--- src/rtl/irqc_pkg.sv ---
package irqc_pkg;
  localparam int CTL_W  = 8;
  localparam int B_GE   = 7;
  localparam int B_SPR  = 6;
  localparam int B_TE   = 5;
  localparam int B_XE   = 4;
  localparam int B_CE   = 3;
  localparam int B_TF   = 2;
  localparam int B_XF   = 1;
  localparam int B_CF   = 0;

  // Edge match for the selected polarity
  function automatic logic edge_match(input logic prev, input logic cur, input logic rise_sel);
    return rise_sel ? (!prev && cur) : (prev && !cur);
  endfunction

  // Request term: global enable gating the enabled flags
  function automatic logic req_calc(input logic [CTL_W-1:0] r);
    logic any;
    any = (r[B_TE] & r[B_TF]) | (r[B_XE] & r[B_XF]) | (r[B_CE] & r[B_CF]);
    return r[B_GE] & any;
  endfunction
endpackage

--- src/rtl/irqc_sync.sv ---
module irqc_sync #(
  parameter int W      = 1,
  parameter int STAGES = 2
) (
  input  logic         clk,
  input  logic         rst_n,
  input  logic [W-1:0] d_i,
  output logic [W-1:0] q_o
);
  logic [W-1:0] stg [STAGES];

  always_ff @(posedge clk or negedge rst_n) begin
    if (!rst_n) begin
      for (int i = 0; i < STAGES; i++) stg[i] <= '0;
    end else begin
      stg[0] <= d_i;
      for (int i = 1; i < STAGES; i++) stg[i] <= stg[i-1];
    end
  end

  assign q_o = stg[STAGES-1];
endmodule

--- src/rtl/irqc_edge.sv ---
module irqc_edge
  import irqc_pkg::*;
(
  input  logic clk,
  input  logic rst_n,
  input  logic sig_i,
  input  logic rise_sel_i,
  output logic hit_o
);
  logic prev_q;

  always_ff @(posedge clk or negedge rst_n) begin
    if (!rst_n) prev_q <= 1'b0;
    else        prev_q <= sig_i;
  end

  assign hit_o = edge_match(prev_q, sig_i, rise_sel_i);
endmodule

--- src/rtl/irqc_change.sv ---
module irqc_change #(
  parameter int W = 3
) (
  input  logic         clk,
  input  logic         rst_n,
  input  logic [W-1:0] sig_i,
  input  logic         load_i,
  output logic         diff_o
);
  logic [W-1:0] ref_q;
  logic [W-1:0] mism;

  always_ff @(posedge clk or negedge rst_n) begin
    if (!rst_n)      ref_q <= '0;
    else if (load_i) ref_q <= sig_i;
  end

  for (genvar g = 0; g < W; g++) begin : g_cmp
    assign mism[g] = sig_i[g] ^ ref_q[g];
  end

  assign diff_o = |mism;
endmodule

--- src/rtl/irq_flag_ctrl.sv ---
module irq_flag_ctrl
  import irqc_pkg::*;
#(
  parameter int CHG_W     = 3,
  parameter int SYNC_DEPTH = 2
) (
  input  logic             clk,
  input  logic             rst_n,
  input  logic             tmr_ovf_i,
  input  logic             ext_pin_i,
  input  logic             edge_rise_i,
  input  logic [CHG_W-1:0] chg_pins_i,
  input  logic             port_rd_i,
  input  logic             ctl_we_i,
  input  logic [CTL_W-1:0] ctl_wdata_i,
  output logic [CTL_W-1:0] ctl_rdata_o,
  input  logic             irq_take_i,
  input  logic             retfie_i,
  input  logic             sleep_i,
  output logic             irq_req_o,
  output logic             wake_o,
  output logic             wake_vector_o
);
  localparam int SYNC_W = CHG_W + 1;

  logic [SYNC_W-1:0] raw_pins;
  logic [SYNC_W-1:0] sync_pins;
  logic              ext_s;
  logic [CHG_W-1:0]  chg_s;
  logic              ext_hit;
  logic              chg_hit;
  logic [CTL_W-1:0]  ctl_q;
  logic [CTL_W-1:0]  ctl_d;
  logic              sleep_q;
  logic              xe_snap_q;
  logic              sleep_entry;

  assign raw_pins = {ext_pin_i, chg_pins_i};

  irqc_sync #(.W(SYNC_W), .STAGES(SYNC_DEPTH)) u_sync (
    .clk   (clk),
    .rst_n (rst_n),
    .d_i   (raw_pins),
    .q_o   (sync_pins)
  );

  assign ext_s = sync_pins[SYNC_W-1];
  assign chg_s = sync_pins[CHG_W-1:0];

  irqc_edge u_edge (
    .clk        (clk),
    .rst_n      (rst_n),
    .sig_i      (ext_s),
    .rise_sel_i (edge_rise_i),
    .hit_o      (ext_hit)
  );

  irqc_change #(.W(CHG_W)) u_chg (
    .clk    (clk),
    .rst_n  (rst_n),
    .sig_i  (chg_s),
    .load_i (port_rd_i),
    .diff_o (chg_hit)
  );

  // Next register value: write, then GE controls, then hardware sets on top
  always_comb begin
    ctl_d = ctl_q;
    if (ctl_we_i)   ctl_d = ctl_wdata_i;
    if (irq_take_i) ctl_d[B_GE] = 1'b0;
    if (retfie_i)   ctl_d[B_GE] = 1'b1;
    ctl_d[B_TF] = ctl_d[B_TF] | tmr_ovf_i;
    ctl_d[B_XF] = ctl_d[B_XF] | ext_hit;
    ctl_d[B_CF] = ctl_d[B_CF] | chg_hit;
  end

  always_ff @(posedge clk or negedge rst_n) begin
    if (!rst_n) ctl_q <= '0;
    else        ctl_q <= ctl_d;
  end

  // Sleep entry snapshot of the external enable
  assign sleep_entry = sleep_i && !sleep_q;

  always_ff @(posedge clk or negedge rst_n) begin
    if (!rst_n) begin
      sleep_q   <= 1'b0;
      xe_snap_q <= 1'b0;
    end else begin
      sleep_q <= sleep_i;
      if (sleep_entry) xe_snap_q <= ctl_q[B_XE];
    end
  end

  assign ctl_rdata_o   = ctl_q;
  assign irq_req_o     = req_calc(ctl_q);
  assign wake_o        = sleep_i && sleep_q && xe_snap_q && ctl_q[B_XF];
  assign wake_vector_o = wake_o && ctl_q[B_GE];
endmodule

--- config.mk ---
export PLATFORM = sky130hd
export DESIGN_NAME = irq_flag_ctrl
export DESIGN_NICKNAME = d
export VERILOG_FILES = /design/src/rtl/irqc_pkg.sv /design/src/rtl/irqc_sync.sv /design/src/rtl/irqc_edge.sv /design/src/rtl/irqc_change.sv /design/src/rtl/irq_flag_ctrl.sv
export SDC_FILE = /design/constraint.sdc
export NUM_CORES = 1
export LEC_CHECK = 0
export BUFFER_PORTS_ARGS = -buffer_cell sky130_fd_sc_hd__buf_2
export CORE_MARGIN = 10
export CORE_UTILIZATION = 35
export CTS_CLUSTER_DIAMETER = 50
export DETAILED_ROUTE_END_ITERATION = 6
export HOLD_SLACK_MARGIN = 0.02
export PLACE_DENSITY = 0.61
export REMOVE_ABC_BUFFERS = 1
export SETUP_SLACK_MARGIN = 0.3
export SLEW_MARGIN = 20
export SYNTH_ARGS = -nofsm -noshare
export SYNTH_HDL_FRONTEND = slang
export SYNTH_SLANG_ARGS = --single-unit
--- constraint.sdc ---
create_clock -name clk -period 2.6 [get_ports clk]
set_input_delay 0 -clock clk [delete_from_list [all_inputs] [get_ports clk]]
set_output_delay 0 -clock clk [all_outputs]
set_load 0.03 [all_outputs]
==> impl_results.md, run 1 <==
- Setup TNS: 0 ns
- Static Leak: 0.5665 nW
- Post-CTS setup buffer count: 0
- Met2 usage: 0.1500
- WP data arrival: 1.70 ns
- Initial DRT Pass Iterations: 4
- Reg2Reg Launch Point: u_sync.q_o[3]
- Comb pwr share: 0.190
- Syn. warnings: 0
- Drt drc: 0
- HPWL Detailed: 1.312 mm
- Primary FF master, synth: dfrtp_1
- Min cycle time layout: 1.460 ns
- First-pass GRT wire length: 3.008 mm
- Final Util: 0.5452
- R2r setup slk: 1.14 ns
- CP Class: reg2reg
- Most frequent cell after synthesis: dfrtp_1
- Slew @ Worst Pin: 0.4761 ns
- Switch share: 0.2558
- Global-route met1 utilization: 0.08671
- Critical Path Fanout Max: 3
- Core footprint: 0.002212 sq mm
- Period utilization: 0.5617
- Switching power: 0.0001795 W
- Ports: 32
- Initial Util: 0.3665
- DIE AREA: 0.004642 sq mm
- TritonCTS buffer count: 3
- Commonest cells in the netlist: 22 x dfrtp_1, 4 x mux2_2, 4 x mux2_4
- Reg-to-Reg End: ctl_rdata_o[1]
- Internal: 0.0005222 W
- Vias in the first global route: 686
- Slew Limit Headroom: 0.6826
- Fmax achieved: 0.6848 GHz
- GRT busiest layer: met2
- Mapped Cells: 49
- FP Rows: 17
- Worst-Skew Late Latency: 0.30 ns
- Total grt overflow: 0
- DR vias: 578
- Clock buffer depth: 2
- Root Driver: clkbuf_4
- Register area share after synthesis: 0.6790
- Worst IR drop on VDD: 442.2 uV
- CTS tree: built
- Req. time, crit path: 2.84 ns
- Setup Skew: 0.002129 ns
- Final net count: 123
- Unrepaired setup endpoints after global routing: no
- Gp weighted congestion: 0.7227
- Flop pwr share: 0.549
- Setup crit end: ctl_rdata_o[1]
- DR WL/cell: 13.97 um
- Max Slew Vio Count: 0
- Leading area contributor after synthesis: dfrtp_1
- Worst hold path type: in2reg
- Setup crit end kind: register
- Nature of the critical path startpoint: register
- DR vias/cell: 4.481
- Chip Height: 68.13 um
- Layout area overhead: 48.77%
- Post-synth cell types: 16
- Number of register bits inferred by synthesis: 22
- Gr usage total: 0.08408
- Post-synthesis async set-or-reset flop share: 1.000
- Worst-path clk slew: 0.12 ns
- Post-route ant nets: 0
- Top-area cell type share of the netlist area: 0.6790
- Largest net degree at the start of global routing: 23
- 1st-iter DRT viols: 29
- Syn_area_per_cell: 16.55 sq um
- CTS sink count: 22
- I/O Buffers: 31
- Antenna violations before repair: 0
- H-tree Lvls: 1
- Area contributors post-synth: dfrtp_1 68%, mux2_4 7.4%, mux2_2 5.6%, mux2i_1 3.7%, xnor2_1 3.2%
- Tot Pwr: 0.0007017 W
- Worst setup path startpoint: u_sync.q_o[3]
- Fin. Hold Viols: 0
- Outcome: finished, final reports clean
- P per Cell Area: 581.7 mW/mm^2
- Max-Cap Viols: 0
- Worst Reg-to-Reg Cells: 3
- Clock share of power: 0.261
- Final setup viols: 0
- Routing usage on met3: 0.03426
- Mapped Area: 810.8 sq um
- Post-synth EDFFs: 0
- Antenna diodes: 0
- Die width: 68.13 um
- Final wirelength: 1.802 mm
- Layout cells sized above 1: 0.4257
[power groups by stage]
stage	clock [W]	sequential [W]	combinational, W
4_1_cts	0.000195	0.000386	0.000135
3_5_place_dp	0	0.000393	0.000112
3_3_place_gp	0	0.000391	0.000111
6_report	0.000183	0.000385	0.000133
5_1_grt	0.000213	0.000390	0.000143
2_1_floorplan	0	0.000410	0.0000444
[per-stage QoR]
step | worst slack (ns) | hold slack, ns | cells | instance area, sq um
floorplan | 1.306 | -0.2956 | 48 | 799.5
CTS | 1.149 | 0.1159 | 129 | 1206
finish | 1.140 | 0.1347 | 129 | 1206
global route | 1.072 | 0.1167 | 129 | 1206
detailed placement | 1.613 | -0.01041 | 107 | 989.7
global placement | 1.608 | -0.01217 | 107 | 989.7
[worst min path at each step]
stage / start / end / slack, ns / cells after the start
2_1_floorplan: rst_n / ctl_rdata_o[0] / -0.30 / 0
3_3_place_gp: rst_n / sleep_q / -0.01 / 1
3_5_place_dp: rst_n / sleep_q / -0.01 / 1
4_1_cts: ctl_we_i / ctl_rdata_o[5] / 0.12 / 2
5_1_grt: ctl_we_i / ctl_rdata_o[5] / 0.12 / 2
6_report: ctl_we_i / ctl_rdata_o[5] / 0.13 / 2
[critical path, cell delays in order (launching register included)]
cell           delay [ns]
dfrtp_1              0.41
or3b_1               0.37
nand3_1              0.08
dlygate4sd3_1        0.55
[cells by family after synthesis]
kind of cell              Yosys count  share of synthesized area
DFF                                22                     0.6790
muxes                              11                     0.1667
and+or+nand+nor                     9                    0.07563
AOI/OAI and AO/OA                   3                    0.03241
xor gates and xnor gates            3                    0.03241
buffers and inverters               1                    0.01389
[layout by cell type, fill, tap and decap left out]
cell           count
dlygate4sd3_1     18
dfrtp_1           22
nor2b_1            3
and4_1             1
nand3b_1           1
mux2_4             4
nand4_1            1
or3b_1             1
mux2i_1            3
buf_2             31
nand3_1            1
a211o_1            1
clkbuf_8           1
xnor2_1            3
o21bai_1           1
and2_1             1
mux2_2             4
a222oi_1           1
clkbuf_4           3
[final cells by class]
type | count | area [sq um]
repair buffers | 49 | 335.3
fillers | 194 | 1006
flip-flops and latches | 22 | 550.5
clock buffers | 4 | 36.28
well taps | 28 | 35.03
multi-input cells | 26 | 249.0
[sequential cells by signal, summed over array words and instances (netlist names)]
name and flops:
ctl_rdata_o 8, xe_snap_q 1, u_chg.ref_q 3, u_sync.stg 4
u_sync.q_o 4, u_edge.prev_q 1, sleep_q 1
[per-layer routing]
metal | part of all wire | vias to the layer above
met4 | 0.0072 | 0
met3 | 0.11 | 2
met5 | 0 | -
met1 | 0.39 | 278
met2 | 0.50 | 20
li1 | - | 278
[what timing repair did]
item / in CTS / in global routing
hold buffers: 18 / 0
hold endpoints to repair: 38 / 0
gates resized for setup: 0 / 0
Note: power is estimated with default switching activity, not from simulation.
==> run 2: changes to the inputs <==
Settings changed: ABC_AREA set to 1, PLACE_DENSITY 0.61 to 0.63.
Clock period 2.6 ns to 1.3 ns, I/O delays scaled along.
==> run 2 against run 1 <==
Against the previous run: register-to-register slack lost 0.64 ns; setup slack worse by 0.96 ns; first-iteration DRC count rose by 3.4%; clock power rose by 99%; sequential power grew 98%; total power up 100%; non-clock buffer count rose by 3; sequential share of layout area shrank 3.0 points; wire length rose by 14%; area after synthesis is 4.8% higher; die area grew 3.4%; worst hold slack gained 0.053 ns; critical endpoint is now irq_req_o; largest power group unchanged.
==> impl_results.md, run 2 <==
- Outcome: finished, final reports clean
- DR vias: 740
- Largest family of logic cells by synthesized area: simple AND/OR/NAND/NOR gates
- Ports: 32
- Syn. warnings: 0
- Setup Skew: 0.004572 ns
- Most common cell after layout, fill and taps aside: nand2_1
- Root Driver: clkbuf_4
- Largest net degree at the start of global routing: 23
- Most frequent cells in the layout: 41 x nand2_1, 27 x buf_2, 22 x dfrtp_1
- I/O Buffers: 31
- Total grt overflow: 0
- Setup crit end kind: primary output
- Commonest cells in the netlist: 41 x nand2_1, 22 x dfrtp_1, 15 x inv_1
- Slew @ Worst Pin: 0.4772 ns
- Period utilization: 0.8594
- Max FFs per register: 8
- Primary FF master, synth: dfrtp_1
- Antenna diodes: 0
- P per Cell Area: 1086 mW/mm^2
- CTS sink count: 22
- Clock buffer depth: 2
- Worst-Skew Late Latency: 0.30 ns
- Final wirelength: 2.055 mm
- DR WL/cell: 11.54 um
- WP data arrival: 1.12 ns
- Final setup viols: 0
- FP Rows: 17
- Fin. Hold Viols: 0
- Fillcell total: 215
- CP Class: reg2out
- Tot Pwr: 0.001402 W
- Post-synth EDFFs: 0
- Min cycle time layout: 1.117 ns
- Req. time, crit path: 1.30 ns
- Post-Synth Simple-Gate Area: 0.2224
- Worst IR drop on VDD: 706.2 uV
- Synth Area in Compound Gates: 0.05007
- Fin Hold WS: 0.1881 ns
- TritonCTS buffer count: 3
- Area contributors post-synth: dfrtp_1 65%, nand2_1 18%, inv_1 6.6%, o21ai_0 3.5%, nand3_1 1.8%
- Max-Cap Viols: 0
- Worst hold path type: in2async
- Vias in the first global route: 759
- 1st-iter DRT viols: 30
- Syn_area_per_cell: 8.943 sq um
- Gp weighted congestion: 0.7530
- Gr usage total: 0.08877
- Pre-CTS WS: 0.5039 ns
- Max Slew Vio Count: 0
- Synthesized-area fraction occupied by adder cells: 0
- Initial Util: 0.3768
- DIE AREA: 0.004798 sq mm
- Chip Height: 69.27 um
- Unrepaired setup endpoints after global routing: yes
- Number of register bits inferred by synthesis: 22
- First-pass GRT wire length: 3.553 mm
- Die width: 69.27 um
- H-tree Lvls: 1
- Layout area overhead: 51.99%
- Mapped Area: 849.6 sq um
- Post-route ant nets: 0
- Worst setup margin: 0.1828 ns
- Nature of the critical path startpoint: register
- Layout cells sized above 1: 0.2600
- Post-synthesis async set-or-reset flop share: 1.000
- HPWL Detailed: 1.465 mm
- Mapped Cells: 95
- Static Leak: 0.7008 nW
- DR vias/cell: 4.157
- Top-area cell type share of the netlist area: 0.6480
- Drt drc: 0
- Final net count: 172
- Fmax achieved: 0.8951 GHz
- Leading area contributor after synthesis: dfrtp_1
- Multiplexer area fraction after synthesis: 0
- Worst-path clk slew: 0.12 ns
- Xor/xnor cell area share of the yosys netlist: 0
- CTS tree: built
- Register area share after synthesis: 0.6480
- Most frequent cell after synthesis: nand2_1
- Critical Path Fanout Max: 3
- Initial DRT Pass Iterations: 3
- Post-synth cell types: 10
- Antenna violations before repair: 0
- Slew Limit Headroom: 0.6819
- Core footprint: 0.002255 sq mm
==> run 2: worst max-delay path, cell delays in order (launching register included) <==
cell and delay, ns:
dfrtp_1 0.42, nand2_1 0.09, nand3_1 0.08, nand2_1 0.07, inv_2 0.04, buf_6 0.12
==> run 2: power by group <==
group / internal, W / switching, W / total [W]
Combinational: 0.000122 / 0.000154 / 0.000276
Clock: 0.000171 / 0.000195 / 0.000365
Sequential: 0.000732 / 0.0000288 / 0.000761
==> run 2: final timing paths <==
path,from,end,slack (ns),cells after the start
min,rst_n,ctl_rdata_o[7],0.19,2
max reg2reg,ctl_rdata_o[1],ctl_rdata_o[1],0.50,2
max,ctl_rdata_o[2],irq_req_o,0.18,5
min reg2reg,u_sync.stg[4],u_sync.q_o[0],0.36,0
max in group asynchronous,rst_n,u_chg.ref_q[0],0.79,2
min in group clk,ext_pin_i,u_sync.stg[7],0.33,2
==> run 2: metrics by stage <==
stage | setup TNS, ns | std cells | util | cell area (sq um)
final | 0 | 178 | 0.5727 | 1291
after global routing | 0 | 178 | 0.5727 | 1291
after CTS | 0 | 177 | 0.5660 | 1276
after detailed placement | 0 | 153 | 0.4562 | 1028
after global placement | 0 | 153 | 0.4562 | 1028
after floorplan | -0.01109 | 94 | - | 838.3
==> run 2: cell families (layout without fill, tap and decap cells) <==
family	after synthesis	after routing
AOI/OAI and AO/OA	8	8
DFF	22	22
buffers and inverters	16	71
and+or+nand+nor	49	49
==> run 2: area by class of cell <==
class | instances | area (sq um) | share of cell area
repair buffers | 52 | 376.6 | 0.2917
flip-flops and latches | 22 | 550.5 | 0.4264
well taps | 28 | 35.03 | 0.02713
multi-input cells | 57 | 236.5 | 0.1831
inverters | 15 | 56.30 | 0.04360
clock buffers | 4 | 36.28 | 0.02810
==> run 2: timing repair <==
action	4_1_cts	5_1_grt
hold buffers	20	0
gates resized for setup	4	4
pin swaps	2	1
setup buffers	0	1
endpoints found under the hold margin	39	0
endpoints found under the setup margin	3	5
==> run 2: routing by layer <==
metal  routed length, um  share of wire  GRT usage
met5                   0              0          0
met4                  57          0.028    0.04213
met2                1091           0.53     0.1593
met1                 828           0.40    0.09151
met3                  77          0.037    0.02568
==> run 3: changes to the inputs <==
Settings changed: ABC_AREA 1 to 0.
==> run 3 against run 2 <==
Against the previous run: the run now ends with setup timing left; count of clock-buffer cells in the layout decreased by 1; cell area up 1.8%; setup slack got worse by 0.20 ns; total power grew 14%; final cell count fell by 25%; global-route usage increased by 0.24 points; core utilization up 2.2 points; sequential share of layout area shrank 0.77 points; die area is 3.3% lower; wire length decreased by 0.92%; sequential power grew 2%; register-to-register slack worse by 0.21 ns; critical path type unchanged; critical endpoint unchanged; largest cell class unchanged; highest routed layer unchanged.
==> impl_results.md, run 3 (synthesis gave the netlist of run 1 again) <==
- First-pass GRT wire length: 3.174 mm
- CP Class: reg2out
- Worst hold path type: in2reg
- Static Leak: 0.6124 nW
- Most frequent cells in the layout: 26 x buf_2, 22 x dfrtp_1, 19 x dlygate4sd3_1
- Antenna diodes: 0
- Drt drc: 0
- Fin. Hold Viols: 0
- Setup crit end kind: primary output
- Largest net degree at the start of global routing: 23
- DR vias: 614
- I/O Buffers: 31
- Worst-path clk slew: 0.12 ns
- Slowest stage delay, CP: 0.43 ns
- Die width: 68.13 um
- Chip Height: 68.13 um
- Post-route ant nets: 0
- Fmax achieved: 0.7580 GHz
- Worst setup margin: -0.01919 ns
- Slew Limit Headroom: 0.6826
- DR WL/cell: 15.19 um
- 1st-iter DRT viols: 30
- Worst-Skew Late Latency: 0.31 ns
- CTS sink count: 22
- Failing checks: setup timing
- Clock share of power: 0.320
- Buffers & Inverters on Critical Path: 1
- Max-Cap Viols: 0
- Fillcell total: 178
- CTS tree: built
- Layout cells sized above 1: 0.4717
- Root Driver: clkbuf_4
- DR vias/cell: 4.582
- Min cycle time layout: 1.319 ns
- Critical Path Fanout Max: 4
- Nature of the critical path startpoint: register
- Final wirelength: 2.036 mm
- Max Slew Vio Count: 0
- Layout area overhead: 62.19%
- Period utilization: 1.015
- Switch share: 0.2376
- FP Rows: 17
- H-tree Lvls: 1
- Vias in the first global route: 693
- Clock buffer depth: 2
- WP data arrival: 1.32 ns
- Crit path max-delay family: flip-flops
- Antenna violations before repair: 0
- Unrepaired setup endpoints after global routing: yes
- Slew @ Worst Pin: 0.4761 ns
- Comb pwr share: 0.196
- P per Cell Area: 1216 mW/mm^2
- Core footprint: 0.002212 sq mm
- Gr usage total: 0.09121
- Worst IR drop on VDD: 797.5 uV
- DIE AREA: 0.004642 sq mm
- Setup Skew: 0.01026 ns
- Flop pwr share: 0.484
- Slowest cell on crit path: dfrtp_1
- Setup TNS: -0.01919 ns
- TritonCTS buffer count: 3
- Req. time, crit path: 1.30 ns
- Initial DRT Pass Iterations: 4
- Final net count: 128
- Max FFs per register: 8
- Total grt overflow: 0
- Final setup viols: 1
- Pre-CTS WS: 0.3161 ns
- Internal: 0.001219 W
- Initial Util: 0.3665
- Outcome: finished, violations left
- Most common cell after layout, fill and taps aside: buf_2
- Gp weighted congestion: 0.7173
- CP Cell Sequence: a222oi_1, nor2b_1, buf_4
- Switching power: 0.0003799 W
- Ports: 32
## run 3: what timing repair did
item | CTS | global route
hold buffers | 19 | 0
endpoints found under the setup margin | 3 | 6
hold endpoints to repair | 38 | 0
pin swaps | 2 | 1
setup buffers | 3 | 1
resized for setup | 11 | 4
## run 3: final cells by class
class / count / area (sq um) / share of cell area
clock inverters: 1 / 30.03 / 0.02284
multi-input cells: 26 / 266.5 / 0.2027
flip-flops and latches: 22 / 550.5 / 0.4186
clock buffers: 3 / 22.52 / 0.01713
well taps: 28 / 35.03 / 0.02664
repair buffers: 54 / 410.4 / 0.3121
## run 3: path summary, 6_finish.rpt
| path | to | cells past startpoint | startpoint | slack [ns] |
|---|---|---|---|---|
| hold / removal | ctl_rdata_o[1] | 3 | ctl_we_i | 0.14 |
| hold reg to reg | u_sync.q_o[2] | 0 | u_sync.stg[6] | 0.36 |
| max in group asynchronous | u_sync.q_o[0] | 2 | rst_n | 0.81 |
| setup / recovery | irq_req_o | 3 | ctl_rdata_o[4] | -0.02 |
| setup reg to reg | xe_snap_q | 2 | sleep_q | 0.29 |
| min in group asynchronous | ctl_rdata_o[7] | 2 | rst_n | 0.16 |
## run 3: per-layer routing
metal	wire length [um]	global-route usage
met1	777	0.08897
met2	994	0.1640
met3	241	0.05383
met4	21	0.01759
met5	0	0
## run 3: stage by stage
step                total power (W)  cell area, sq um  cells  hold slack, ns    util
finish                     0.001599              1315    134          0.1362  0.5945
global route               0.001679              1315    134          0.1256  0.5945
CTS                        0.001594              1289    133          0.1076  0.5826
detailed placement         0.001010             989.7    107        -0.01629  0.4474
global placement           0.001004             989.7    107        -0.01588  0.4474
floorplan                 0.0009091             799.5     48         -0.2956       -
## run 3: worst register-to-register path, stage by stage, from the launching register on
cell	delay, ns
dfrtp_1	0.41
nor2b_1	0.13
mux2_2	0.36
## run 3: power by group through the flow
stage	combinational [W]	clock, W	sequential, W
after floorplan	0.0000889	0	0.000820
after CTS	0.000298	0.000525	0.000771
after global placement	0.000222	0	0.000781
final	0.000313	0.000512	0.000774
after detailed placement	0.000225	0	0.000785
after global routing	0.000337	0.000563	0.000780
